==> src/rtl/polled_input_port.sv <==
module polled_input_port #(
  parameter int ADDR_W = 6,
  parameter int DATA_W = 16,
  parameter logic [ADDR_W-1:0] DEV_ADDR = 6'h15
) (
  input  logic              clk,
  input  logic              rst_n,
  input  logic [ADDR_W-1:0] bus_addr,
  input  logic              in_phase,
  input  logic              cpu_strobe,
  input  logic              load,
  input  logic [DATA_W-1:0] load_data,
  output logic              skip_n,
  output logic              bus_drive,
  output logic [DATA_W-1:0] bus_data,
  output logic              ready
);

  logic              sel;
  logic              strobe_q;
  logic              strobe_trail;
  logic              ready_q;
  logic [DATA_W-1:0] hold_q;

  assign sel          = (bus_addr == DEV_ADDR) && in_phase;
  assign strobe_trail = strobe_q && !cpu_strobe && sel;

  always_ff @(posedge clk) begin
    if (!rst_n) begin
      strobe_q <= 1'b0;
      ready_q  <= 1'b0;
      hold_q   <= '0;
    end else begin
      strobe_q <= cpu_strobe;
      if (ready_q) begin
        if (strobe_trail) ready_q <= 1'b0;
      end else if (load) begin
        ready_q <= 1'b1;
        hold_q  <= load_data;
      end
    end
  end

  assign skip_n    = !(sel && ready_q);
  assign bus_drive = sel;
  assign bus_data  = sel ? hold_q : '0;
  assign ready     = ready_q;

endmodule

==> config.mk <==
export PLATFORM = sky130hd
export DESIGN_NAME = polled_input_port
export DESIGN_NICKNAME = d
export VERILOG_FILES = /design/src/rtl/polled_input_port.sv
export SDC_FILE = /design/constraint.sdc
export NUM_CORES = 1
export LEC_CHECK = 0
export BUFFER_PORTS_ARGS = -buffer_cell sky130_fd_sc_hd__buf_4
export CAP_MARGIN = 40
export CORE_MARGIN = 2
export CORE_UTILIZATION = 35
export CTS_BUF_LIST = sky130_fd_sc_hd__clkbuf_16
export CTS_CLUSTER_SIZE = 40
export DETAILED_ROUTE_END_ITERATION = 7
export GPL_TIMING_DRIVEN = 0
export PLACE_DENSITY_LB_ADDON = 0.1
export SYNTH_ARGS = -nofsm -noshare
export SYNTH_HDL_FRONTEND = slang
export SYNTH_SLANG_ARGS = --single-unit
export TNS_END_PERCENT = 100
==> constraint.sdc <==
create_clock -name clk -period 1.25 [get_ports clk]
set_clock_uncertainty 0.1 [all_clocks]
set_input_delay 0.125 -clock clk [delete_from_list [all_inputs] [get_ports clk]]
set_output_delay 0.125 -clock clk [all_outputs]
set_load 0.03 [all_outputs]
==> Word-level counts from Yosys, hierarchy flattened <==
Index checks and enable logic that the tools add are counted.
{ "classes": {"addsub": 0, "n_mul": 0, "div_mod_pow": 0, "n_lt_le_gt_ge": 0, "eq_ne": 1, "n_shift": 0, "muxes": 4, "n_bitwise": 1, "n_reduce_logical": 7} }
{ "op_table": {"columns": ["operator", "count"], "rows": [
  ["2-to-1 mux 16 bit", 1],
  ["equality test 6 x 5 -> 1 bit (second input constant)", 1],
  ["logical AND 1 bit", 4],
  ["2-to-1 mux 1 bit", 3],
  ["zero test 1 bit", 2],
  ["AND reduction 2 bit", 1],
  ["inverter 1 bit", 1]
]} }
{ "totals": {"reg_bits": 18, "latchBits": 0, "ramBits": 0, "romBits": 0, "output_inout_bits": 19, "mem_count": 0} }

==> Longest topological paths before layout <==
{ "depth": {"depth_word": 5, "mapped_depth": 5, "depth_no_buf": 3} }

==> Least setup slack after synthesis <==
Ideal clock, no wire load.
{ "synth_timing": {"kind": "input -> output", "startpoint": "in bus_addr[3]", "endpoint": "out bus_data[10]", "arrival_ns": 1.154, "slack_ns": -0.129, "stages": 4, "path_buffers": 1, "cell_sequence": "nand4b_4 > nor4b_4 > buf_6 > and2_1"} }
{ "synth_via": {"elab_chain_len": 3} }
{ "synth_lines": {"columns": ["element", "line", "rtl"], "rows": [
  ["start, declared", "8", "input logic [ADDR_W-1:0] bus_addr,"],
  ["equality test 6 x 5 -> 1 bit", "25", "assign sel = (bus_addr == DEV_ADDR) && in_phase;"],
  ["logical AND 1 bit", "25", null],
  ["net bus_drive", "14", "output logic bus_drive,"],
  ["2-to-1 mux 16 bit", "46", "assign bus_data = sel ? hold_q : '0;"],
  ["end, declared", "15", "output logic [DATA_W-1:0] bus_data,"]
]} }
The timed path passes the listed nets, and every way through them passes these cells.

==> Worst setup path in the final report <==
{ "layout_timing": {"startpoint": "in bus_addr[3]", "endpoint": "out bus_data[8]"} }
{ "layout_via": {"elab_chain_len": 3} }
{ "layout_lines": {"columns": ["element", "line"], "rows": [
  ["equality test 6 x 5 -> 1 bit", "25"],
  ["logical AND 1 bit", "25"],
  ["2-to-1 mux 16 bit", "46"]
]} }
No other way between the ends.

==> run summary <==
The flow ran to the end, but the final reports show violations. The checks that failed: setup timing. Counting every instance in the synthesized netlist gives 97.

The run gives 2212 µm² as the core area. The largest individual stage delay along the critical path comes from the cell nor4b_4. Routability-driven placement finished with a final weighted congestion of 0.5994. The die covers 2756 µm². The synthesis-to-layout area growth came out at 75.38%. Ranked by total cell area, the synthesized netlist is headed by dfxtp_1 (44%), nand2_1 (15%), a21boi_1 (15%), and2_1 (13%), nand4b_4 (2.9%).

During I/O placement, the number of pins put on the boundary was 46. The most numerous cell type found on the critical path is buf_6. The run gives 0.0002881 W as the net switching power of the design.

Setup repair after global routing could not meet its margin everywhere. In this run, synthesis produced a sequential element count of 18. The number of detailed-route iterations in the first pass came out at 3. Of all nets on the critical path, the largest fanout is 5. The logs give 0.1979 for the met1 usage in global routing and 0 for the total inserted antenna cells. For the part of the total power dissipated in the clock network, the log shows 0.437. In this run the power density over the cells is 984.2 nW/µm². The logs give 0.4377 for the portion of the post-synthesis area used by sequential elements and 0.1615 for the total global-route track usage. The final design utilization is 0.6527, and the total count of max-transition violations in the final report is 0. The run gives 1444 µm² as the post-route cell area.

For the worst setup path, the data arrival time is 1.19 ns. Averaged over all synthesized cells, the footprint is 8.488 µm². The family with the most delay on the worst path is simple AND/OR/NAND/NOR gates. Internal power comes to 0.001133 W.

At the pin with the least slew margin, the transition time is 0.3718 ns. The logs give 0.123 for the logic gate share of total power and 811 for the number of vias in the routed layout. The floorplan has 17 rows.

The clock root buffer master is clkbuf_16. The final-report setup violation count came out at 18. The top cell type's share of synthesized area works out to 0.4377. Via count of the first global-routing pass: 750. Counting every sink on the clock net gives 18. In this run, the number of DRC markers left after iteration 0 of detailed routing was 3.

After detailed routing, the number of remaining DRC violations is 0. The met2 capacity usage during global routing is 0.2792. The register-to-register setup slack is 0.14 ns.

For the cell total after placement, the log shows 170. Once detail routing completed, the nets flagged for antenna violations numbered 0. STA puts the critical path data required time at 1.02 ns. The number of antenna violations at the first check in global routing is 0, and the met3 usage is 0.02571. The total of buffers placed on input and output ports is 45.

The number of buffers on the longest clock path came out at 2. Measured along the x axis, the die boundary spans 52.50 µm. The mean number of vias per cell was 4.556; the per-cell routed wire length was 11.09 µm. Final worst-path cycle share: 1.132. Summed over all nets, the half-perimeter wirelength after detailed placement is 1413 µm. Across the VDD grid, the largest voltage drop is 0.0009543 V. The highest-utilization routing layer at the global route stage was met2.

The H-tree depth was 1; the placed standard-cell area was 1207 µm². Library cell with the largest summed area after synthesis: dfxtp_1. The critical path goes through buf_6, nand4b_4, nor4b_4, buf_6, buf_6, and2_4, buf_6. Max-cap check violation count: 0. The fraction of layout cells with a size suffix above 1 is 0.5067, and the relative contribution of sequential cells to total power is 0.441. Largest incremental delay on the critical path: 0.26 ns.

The post-layout worst setup margin came out at -0.1656 ns. The path class of the tightest hold or removal check is primary input to register. The logs give 0.3722 for the initial standard-cell utilization of the core and 3 for the CTS buffer count. TritonCTS built the clock tree. Clock network latency to the later pin of the worst-skew pair: 0.24 ns.

STA classifies the critical path endpoint as a primary output. Final hold analysis gives a worst-case slack of 0.02532 ns. The clock period minus worst slack works out to 1.416 ns. After detailed routing, the total wire length is 1974 µm. The die extent in y is 52.50 µm. The Yosys step of the flow raised 0 warnings.

The mapped cell area was 823.3 µm²; the highest clock frequency the design can meet was 706.4 MHz. By startpoint and endpoint, the worst setup path is classified as primary input to primary output. The library cells used most frequently in the layout, excluding fill and tap cells, are nand2_1 (32), buf_4 (28), buf_6 (23). The logs give 3256 µm for the first-pass GRT wire length and 178 for the number of nets in the layout. After the flow finishes, the layout carries non-filler instances totaling 178. For this design the static power due to leakage is 0.6695 nW. STA classifies the critical path startpoint as a primary input. Post-synth net total: 124. The sum of buffers and inverters on the critical path is 4. The maximum number of pins on one net before global-route repair was 17. The worst max-slew margin expressed relative to the limit is 0.7522. Most common cell after layout, fill and taps aside: nand2_1. Net switching share of the total power: 0.2028.

The tools report the final hold violation count as 0. Global routing finished with a remaining overflow of 0. The netlist uses 14 different library cells.

Clock-pin slew was measured on the worst setup and hold paths at 0.05 ns.
[flip-flops by register name, summed over array words and instances, names as in the netlist]
signal,count
hold_q,16
ready,1
strobe_q,1
[cell type report]
class,count,area (µm²)
Clock buffer,3,75.07
Multi-Input combinational cell,72,466.7
Inverter,1,3.754
Buffer,4,30.03
Fill cell,197,768.2
Sequential cell,18,361.6
Tap cell,28,35.03
Timing Repair Buffer,51,467.9
Clock inverter,1,3.754
[metal layers]
metal  vias to the layer above  part of all wire
li1                        414                 -
met1                       372              0.46
met2                        23              0.49
met3                         2             0.044
met4                         0            0.0071
met5                         -                 0
[power by group through the flow]
stage	clock network (W)	logic, W	registers [W]
final	0.000620	0.000174	0.000626
after global routing	0.000665	0.000195	0.000629
after CTS	0.000641	0.000176	0.000626
after detailed placement	0	0.000173	0.000635
after global placement	0	0.000168	0.000633
after floorplan	0	0.0000761	0.000636
[final timing paths]
check | start | endpoint | cells past startpoint
max | bus_addr[3] | bus_data[8] | 7
min reg2reg | strobe_q$_SDFF_PN0_ | ready$_SDFF_PN0_ | 1
min | load_data[0] | hold_q[0]$_SDFFE_PN0P_ | 3
max reg2reg | ready$_SDFF_PN0_ | hold_q[11]$_SDFFE_PN0P_ | 4
[cell usage after synthesis]
library cell / instances
a21boi_1: 16
a41oi_1: 1
and2_1: 17
buf_2: 4
buf_6: 1
clkbuf_1: 1
dfxtp_1: 18
inv_1: 1
nand2_1: 33
nand2b_1: 1
nand4b_4: 1
nor2b_1: 1
nor4b_4: 1
o21ai_0: 1
[through the flow]
stage | setup slack [ns] | power [W] | TNS, ns
final | -0.1656 | 0.001421 | -2.442
after global routing | -0.2138 | 0.001489 | -3.327
after CTS | -0.2080 | 0.001442 | -3.281
after detailed placement | -0.3784 | 0.0008084 | -5.518
after global placement | -0.3643 | 0.0008011 | -5.241
after floorplan | -0.06389 | 0.0007119 | -0.5329
[logic make-up (layout without fill, tap and decap cells)]
logic type             after synthesis  count (layout)  share of synthesized area
and+or+nand+nor                     54              54                     0.3526
AOI/OAI and AO/OA                   18              18                     0.1626
DFF                                 18              18                     0.4377
buffers and inverters                7              60                    0.04710
[tightest hold or removal path: stages]
cell	delay, ns
buf_4	0.11
nand2_1	0.04
a21boi_1	0.05
[repair_timing]
item	4_1_cts	5_1_grt
resized for setup	39	3
endpoints found under the setup margin	27	29
gates cloned	1	0
pin swaps	17	2
endpoints found under the hold margin	1	0
setup buffers	4	1
hold buffers	1	0
No activity file was read; power rests on OpenSTA's default activity.
